`src/rtl/burst_pkg.sv`:
```
package burst_pkg;
  typedef struct packed {
    logic clearEn;
    logic loadEn;
    logic stepEn;
  } ctrlStrobes_t;
endpackage

```
`src/rtl/burst_ctrl.sv`:
```
module burst_ctrl
  import burst_pkg::*;
(
  input  logic         rst,
  input  logic         procLoad,
  input  logic         cacheLoad,
  input  logic         advance,
  output ctrlStrobes_t strobes
);
  logic anyLoad;

  assign anyLoad = procLoad | cacheLoad;

  always_comb begin
    strobes.clearEn = rst;
    strobes.loadEn  = !rst && anyLoad;
    strobes.stepEn  = !rst && !anyLoad && advance;
  end
endmodule

```
`src/rtl/burst_datapath.sv`:
```
module burst_datapath
  import burst_pkg::*;
#(
  parameter int ADDR_W = 20,
  parameter int CNT_W  = 2
) (
  input  logic              clk,
  input  ctrlStrobes_t      strobes,
  input  logic [ADDR_W-1:0] addrIn,
  input  logic              modeSel,
  output logic [ADDR_W-1:0] addrOut,
  output logic [CNT_W-1:0]  burstCount
);
  localparam int UPPER_W = ADDR_W - CNT_W;

  logic [ADDR_W-1:0] baseAddr;
  logic [CNT_W-1:0]  cntQ;
  logic [CNT_W-1:0]  startLow;
  logic [CNT_W-1:0]  linearLow;
  logic [CNT_W-1:0]  interLow;
  logic [CNT_W-1:0]  orderedLow;

  always_ff @(posedge clk) begin
    if (strobes.clearEn) begin
      baseAddr <= '0;
      cntQ     <= '0;
    end else if (strobes.loadEn) begin
      baseAddr <= addrIn;
      cntQ     <= '0;
    end else if (strobes.stepEn) begin
      cntQ <= cntQ + 1'b1;
    end
  end

  assign startLow  = baseAddr[CNT_W-1:0];
  assign linearLow = startLow + cntQ;
  assign interLow  = startLow ^ cntQ;

  always_comb begin
    orderedLow = modeSel ? interLow : linearLow;
  end

  generate
    if (UPPER_W > 0) begin : g_upper
      assign addrOut = {baseAddr[ADDR_W-1:CNT_W], orderedLow};
    end else begin : g_noUpper
      assign addrOut = orderedLow;
    end
  endgenerate

  assign burstCount = cntQ;
endmodule

```
`src/rtl/burst_addr_gen.sv`:
```
module burst_addr_gen
  import burst_pkg::*;
#(
  parameter int ADDR_W = 20,
  parameter int CNT_W  = 2
) (
  input  logic              clk,
  input  logic              rst,
  input  logic [ADDR_W-1:0] addrIn,
  input  logic              procLoad,
  input  logic              cacheLoad,
  input  logic              advance,
  input  logic              modeSel,
  output logic [ADDR_W-1:0] addrOut,
  output logic [CNT_W-1:0]  burstCount
);
  ctrlStrobes_t strobes;

  burst_ctrl u_ctrl (
    .rst       (rst),
    .procLoad  (procLoad),
    .cacheLoad (cacheLoad),
    .advance   (advance),
    .strobes   (strobes)
  );

  burst_datapath #(
    .ADDR_W (ADDR_W),
    .CNT_W  (CNT_W)
  ) u_dp (
    .clk        (clk),
    .strobes    (strobes),
    .addrIn     (addrIn),
    .modeSel    (modeSel),
    .addrOut    (addrOut),
    .burstCount (burstCount)
  );
endmodule

```
`config.mk`:
```
export PLATFORM = sky130hd
export DESIGN_NAME = burst_addr_gen
export DESIGN_NICKNAME = d
export VERILOG_FILES = /design/src/rtl/burst_pkg.sv /design/src/rtl/burst_ctrl.sv /design/src/rtl/burst_datapath.sv /design/src/rtl/burst_addr_gen.sv
export SDC_FILE = /design/constraint.sdc
export NUM_CORES = 1
export LEC_CHECK = 0
export BUFFER_PORTS_ARGS = -buffer_cell sky130_fd_sc_hd__buf_4
export CAP_MARGIN = 20
export CORE_MARGIN = 10
export CORE_UTILIZATION = 45
export CTS_CLUSTER_SIZE = 24
export DETAILED_ROUTE_END_ITERATION = 10
export PLACE_DENSITY = 0.84
export SLEW_MARGIN = 5
export SYNTH_ARGS = -nofsm -noshare
export SYNTH_HDL_FRONTEND = slang
export SYNTH_SLANG_ARGS = --single-unit
```
`constraint.sdc`:
```
create_clock -name clk -period 1.2 [get_ports clk]
set_clock_uncertainty 0.2 [all_clocks]
set_input_delay 0.06 -clock clk [delete_from_list [all_inputs] [get_ports clk]]
set_output_delay 0.06 -clock clk [all_outputs]
set_load 0.03 [all_outputs]
```
==> results.tsv, run 1 <==
metric	value	unit
cts-root-buf	clkbuf_4	
critPathTopFamily	flip-flops	
ys_types	15	
arrival	1.28	ns
multi_input_area	517	um2
maxCapViolCount	0	
grt.overflow.total	0	
clock_latency	0.30	ns
ant_nets	0	
hpwl	1.95	mm
setup_slack	-0.338	ns
cts_tree	built	
drc_errors	0	
yosysTopAreaCell	dfxtp_1	
hold_depth	3	
fin_nets	198	
finalHoldViolations	0	
p_leak	0.684	nW
track_usage	12.9	%
num_vias	995	
critPathKind	register to output port	
path_cells	ha_4 > nor2b_4 > xnor2_4 > buf_6	
yosys_register_bits	22	
period_needed	1.54	ns
pre_cts_ws	-0.0902	ns
design.portCount	48	
min_to	u_dp.baseAddr[0]$_SDFFE_PP0P_	
crit_fanout	2	
drt_pass1_iterations	3	
grt_pass1_wl	4.81	mm
diodes	0	
grt_setup_unrepaired	true	
slew_headroom	78.5	%
hold_path_class	input pin to register	
start_util	47.8	%
synth_top_area_share	41.2	%
routedWlPerCell	15.3	um
fmax	650	MHz
numCtsBuffers	3	
critPathSlowestCell	dfxtp_4	
die_x	68.7	um
yosys-top-cells-area	dfxtp_1, or3b_1, buf_4, a21oi_1, o21ai_0	
violations	negative setup slack	
syn_to_final_growth	58.3	%
design.die.area	4720	um2
finalSetupTns	-0.914	ns
die_h	68.7	um
routed_wl	3.03	mm
netlist_instances	119	
crit_buf_inv	1	
drt_iter0_markers	62	
grt_pass1_vias	1015	
slowest_delay	0.38	ns
setup.worst_path.end_class	output port	
coreArea	2230	um2
syn_nets	146	
slew_viol_final	0	
io_buffers	47	
critPathLaunchType	register	
setup_viol	5	
clk_pin_slew_worst_paths	0.13	ns
ir_worst_vdd	0.932	mV
rrSetupSlack	-0.12	ns
gp_congestion	0.738	
worst_pin_slew	0.322	ns
clkSinkCount	22	
antenna_found_initial	0	
power_density	1050	nW/um2
clockBufferDepth	2	
ys_warn_count	0	
grt_max_degree	42	
synth_area	1070	um2
drive_gt1_share	38.2	%
ys_seq_area_share	41.2	%
rows	17	
seqCellArea	449	um2
min-delay-start	procLoad	
viasPerCell	5.03	
worst_ep_required_time	0.94	ns
nFillCells	145	
syn_area_per_cell	8.98	um2
status	finished, violations left	
crit-reg2reg-launch	u_dp.burstCount[0]$_SDFFE_PP0P_	
rr_endpoint	u_dp.burstCount[1]$_SDFFE_PP0P_	
post-route-period-util	128	%
worstRegToRegCells	3	
htree_levels	1	
==> sequential cells by signal, indices dropped and copies added, names as in the netlist <==
name / count
u_dp.baseAddr: 20
u_dp.burstCount: 2
==> through the flow <==
stage	hold slack (ns)	area, um2	total power [mW]	std cells	utilization (%)
6_report	0.0423	1690	1.78	198	75.7
3_3_place_gp	0.138	1340	1.14	169	60.0
2_1_floorplan	-0.0735	1100	1.05	119	-
5_1_grt	0.0473	1690	1.86	198	75.7
4_1_cts	0.0279	1690	1.79	198	75.7
3_5_place_dp	0.143	1340	1.16	169	60.0
==> logic make-up (layout without fill, tap and decap cells) <==
group	after synthesis	after routing	synth area share [%]
AOI/OAI and AO/OA	42	42	20.5
xor gates and xnor gates	3	3	2.46
adders and majority gates	1	1	1.17
buffers and inverters	28	79	16.4
DFF	22	22	41.2
and+or+nand+nor	23	23	18.3
==> routing by layer <==
metal / up-vias / global-route usage [%] / share of wire [%]
met2: 36 / 21.8 / 47
met4: 0 / 2.96 / 0.56
met1: 453 / 14.5 / 42
met3: 2 / 6.12 / 11
li1: 504 / - / -
met5: - / 0 / 0
==> placed cells by master (no fill, tap or decap), types with 3 or more instances in the layout <==
| cell | synthesis | routed |
|---|---|---|
| buf_4 | 18 | 47 |
| dlygate4sd3_1 | 0 | 24 |
| o21ai_0 | 20 | 20 |
| a21oi_1 | 20 | 20 |
| dfxtp_1 | 22 | 19 |
| or3b_1 | 18 | 18 |
| buf_6 | 0 | 4 |
| clkbuf_4 | 0 | 3 |
==> synthesized netlist by cell type, drive strengths merged <==
cell and number:
a2111oi 1, a21bo 1, a21oi 20, buf 18
clkbuf 10, dfxtp 22, ha 1, nand3b 1
nor2b 1, nor4 1, o21ai 20, or3b 20
xnor2 3
==> worst register-to-register path: stages, from the launching register on <==
cell       delay, ns
dfxtp_4         0.37
buf_4           0.14
a21bo_4         0.21
a2111oi_4       0.31
==> how the worst max path moves through the flow <==
stage / cells past startpoint / to / start
final: 4 / addrOut[1] / u_dp.burstCount[0]$_SDFFE_PP0P_
after global routing: 4 / addrOut[1] / u_dp.burstCount[0]$_SDFFE_PP0P_
after floorplan: 2 / u_dp.burstCount[1]$_SDFFE_PP0P_ / u_dp.burstCount[1]$_SDFFE_PP0P_
after CTS: 4 / addrOut[1] / u_dp.burstCount[0]$_SDFFE_PP0P_
after global placement: 4 / addrOut[1] / u_dp.burstCount[0]$_SDFFE_PP0P_
after detailed placement: 4 / addrOut[1] / u_dp.baseAddr[0]$_SDFFE_PP0P_
==> what timing repair did <==
action / in CTS / in global routing
hold buffers: 24 / 0
gates resized for setup: 9 / 0
pin swaps: 2 / 0
buffers inserted: 1 / 0
endpoints found under the setup margin: 4 / 5
hold endpoints to repair: 22 / 0
==> report_power, final <==
group          leakage (nW)  switching, mW  internal [mW]
logic                 0.472          0.211          0.215
clock network        0.0279          0.227          0.337
registers             0.184         0.0225          0.770
total                 0.684          0.461           1.32
==> cell type report <==
class | instances | area share [%]
sequential | 22 | 26.6
tap | 28 | 2.07
clock buffer | 3 | 1.33
multi-input combinational | 69 | 30.5
timing repair buffer | 75 | 37.7
clock inverter | 1 | 1.78
(Power assumes the default switching activity.)
==> inputs of run 2 (changes only) <==
==> constraint.sdc (replaced) <==
create_clock -name clk -period 1.7 [get_ports clk]
set_clock_uncertainty 0.2 [all_clocks]
set_input_delay 0.085 -clock clk [delete_from_list [all_inputs] [get_ports clk]]
set_output_delay 0.085 -clock clk [all_outputs]
set_load 0.03 [all_outputs]
==> run 2 against run 1 <==
The run now ends clean. Cell count up 7.1%. Largest cell class unchanged. Critical path type is now register to register. Utilization up 3.1 points. Non-clock buffer count up 14.
==> results.tsv, run 2 (same netlist as run 1, synthesis figures left out) <==
metric	value	unit
status	complete, no violations	
grt_setup_unrepaired	true	
final_cell_mix	buf_4, dlygate4sd3_1, o21ai_0	
setup_viol	0	
grt_pass1_vias	1022	
gp_congestion	0.740	
start_util	47.8	%
place_area	1280	um2
use_met2	22.5	%
layout.cells.most_common	buf_4	
clockBufferDepth	2	
p_leak	0.755	nW
io_buffers	47	
critPathLaunch	u_dp.baseAddr[15]$_SDFFE_PP0P_	
cts-root-buf	clkbuf_4	
grt.overflow.total	0	
coreArea	2230	um2
hold_ws	0.0527	ns
routed_wl	3.10	mm
grt_use_met1	16.3	%
power_density	665	nW/um2
rows	17	
arrival	1.72	ns
p_total	1.17	mW
largest_reg_flops	20	
fmax	601	MHz
die_h	68.7	um
grt_max_degree	43	
ant_nets	0	
track_usage	13.8	%
die_x	68.7	um
drt_pass1_iterations	4	
crit_fanout	2	
design.portCount	48	
htree_levels	1	
hold_path_class	input pin to register	
diodes	0	
crit-reg2reg-launch	u_dp.baseAddr[15]$_SDFFE_PP0P_	
clkSinkCount	22	
fin_nets	212	
numCtsBuffers	3	
min-delay-start	cacheLoad	
slew_headroom	73.2	%
hpwl	1.77	mm
use_met3	6.28	%
fin_util	78.9	%
ir_worst_vdd	0.565	mV
design.die.area	4720	um2
grt_pass1_wl	5.11	mm
pre_cts_ws	0.389	ns
clock_latency	0.30	ns
grt_most_used_layer	met2	
antenna_found_initial	0	
drc_errors	0	
worst_ep_required_time	1.76	ns
finalSetupTns	0	ns
maxCapViolCount	0	
setup.worst_path.end_class	register	
slew_viol_final	0	
syn_to_final_growth	64.9	%
viasPerCell	4.97	
regMostFlops	u_dp.baseAddr	
fin_area	1760	um2
worst_pin_slew	0.391	ns
period_needed	1.66	ns
post-route-period-util	97.9	%
drive_gt1_share	35.3	%
critPathLaunchType	register	
num_vias	1054	
finalHoldViolations	0	
drt_iter0_markers	62	
routedWlPerCell	14.6	um
placedCellCount	166	
clk_pin_slew_worst_paths	0.12	ns
cts_tree	built	
setup_slack	0.0359	ns
instances_no_fill	212	
critPathKind	register to register	
## run 2: critical path: stages (launching register included)
cell and delay, ns:
dfxtp_1 0.36, or3b_4 0.39, a21oi_2 0.13, dlygate4sd3_1 0.55
## run 2: worst paths after layout
path | end | slack, ns | cells after the start
hold / removal | u_dp.burstCount[1]$_SDFFE_PP0P_ | 0.05 | 2
hold reg to reg | u_dp.burstCount[1]$_SDFFE_PP0P_ | 0.39 | 2
setup reg to reg | u_dp.baseAddr[15]$_SDFFE_PP0P_ | 0.04 | 3
setup / recovery | u_dp.baseAddr[15]$_SDFFE_PP0P_ | 0.04 | 3
## run 2: area by class of cell
type / instances / area [um2]
Timing Repair Buffer: 89 / 771
Multi-Input combinational cell: 69 / 474
Fill cell: 145 / 472
Sequential cell: 22 / 445
Clock buffer: 4 / 36.3
Tap cell: 28 / 35.0
## run 2: what timing repair did
item	4_1_cts	5_1_grt
setup buffers	0	1
resized for setup	0	10
endpoints found under the hold margin	22	0
endpoints found under the setup margin	0	9
hold buffers	41	0
## run 2: layer usage
metal  share of wire, %  routed length (um)
met1                 41                1270
met2                 47                1470
met3                 12                 362
met4               0.13                   4
met5                  0                   0
## run 2: power by group
group	switching (mW)	total, mW	leakage, nW	internal [mW]
Combinational	0.151	0.322	0.551	0.172
Clock	0.158	0.288	0.0210	0.131
Sequential	0.0148	0.561	0.183	0.547
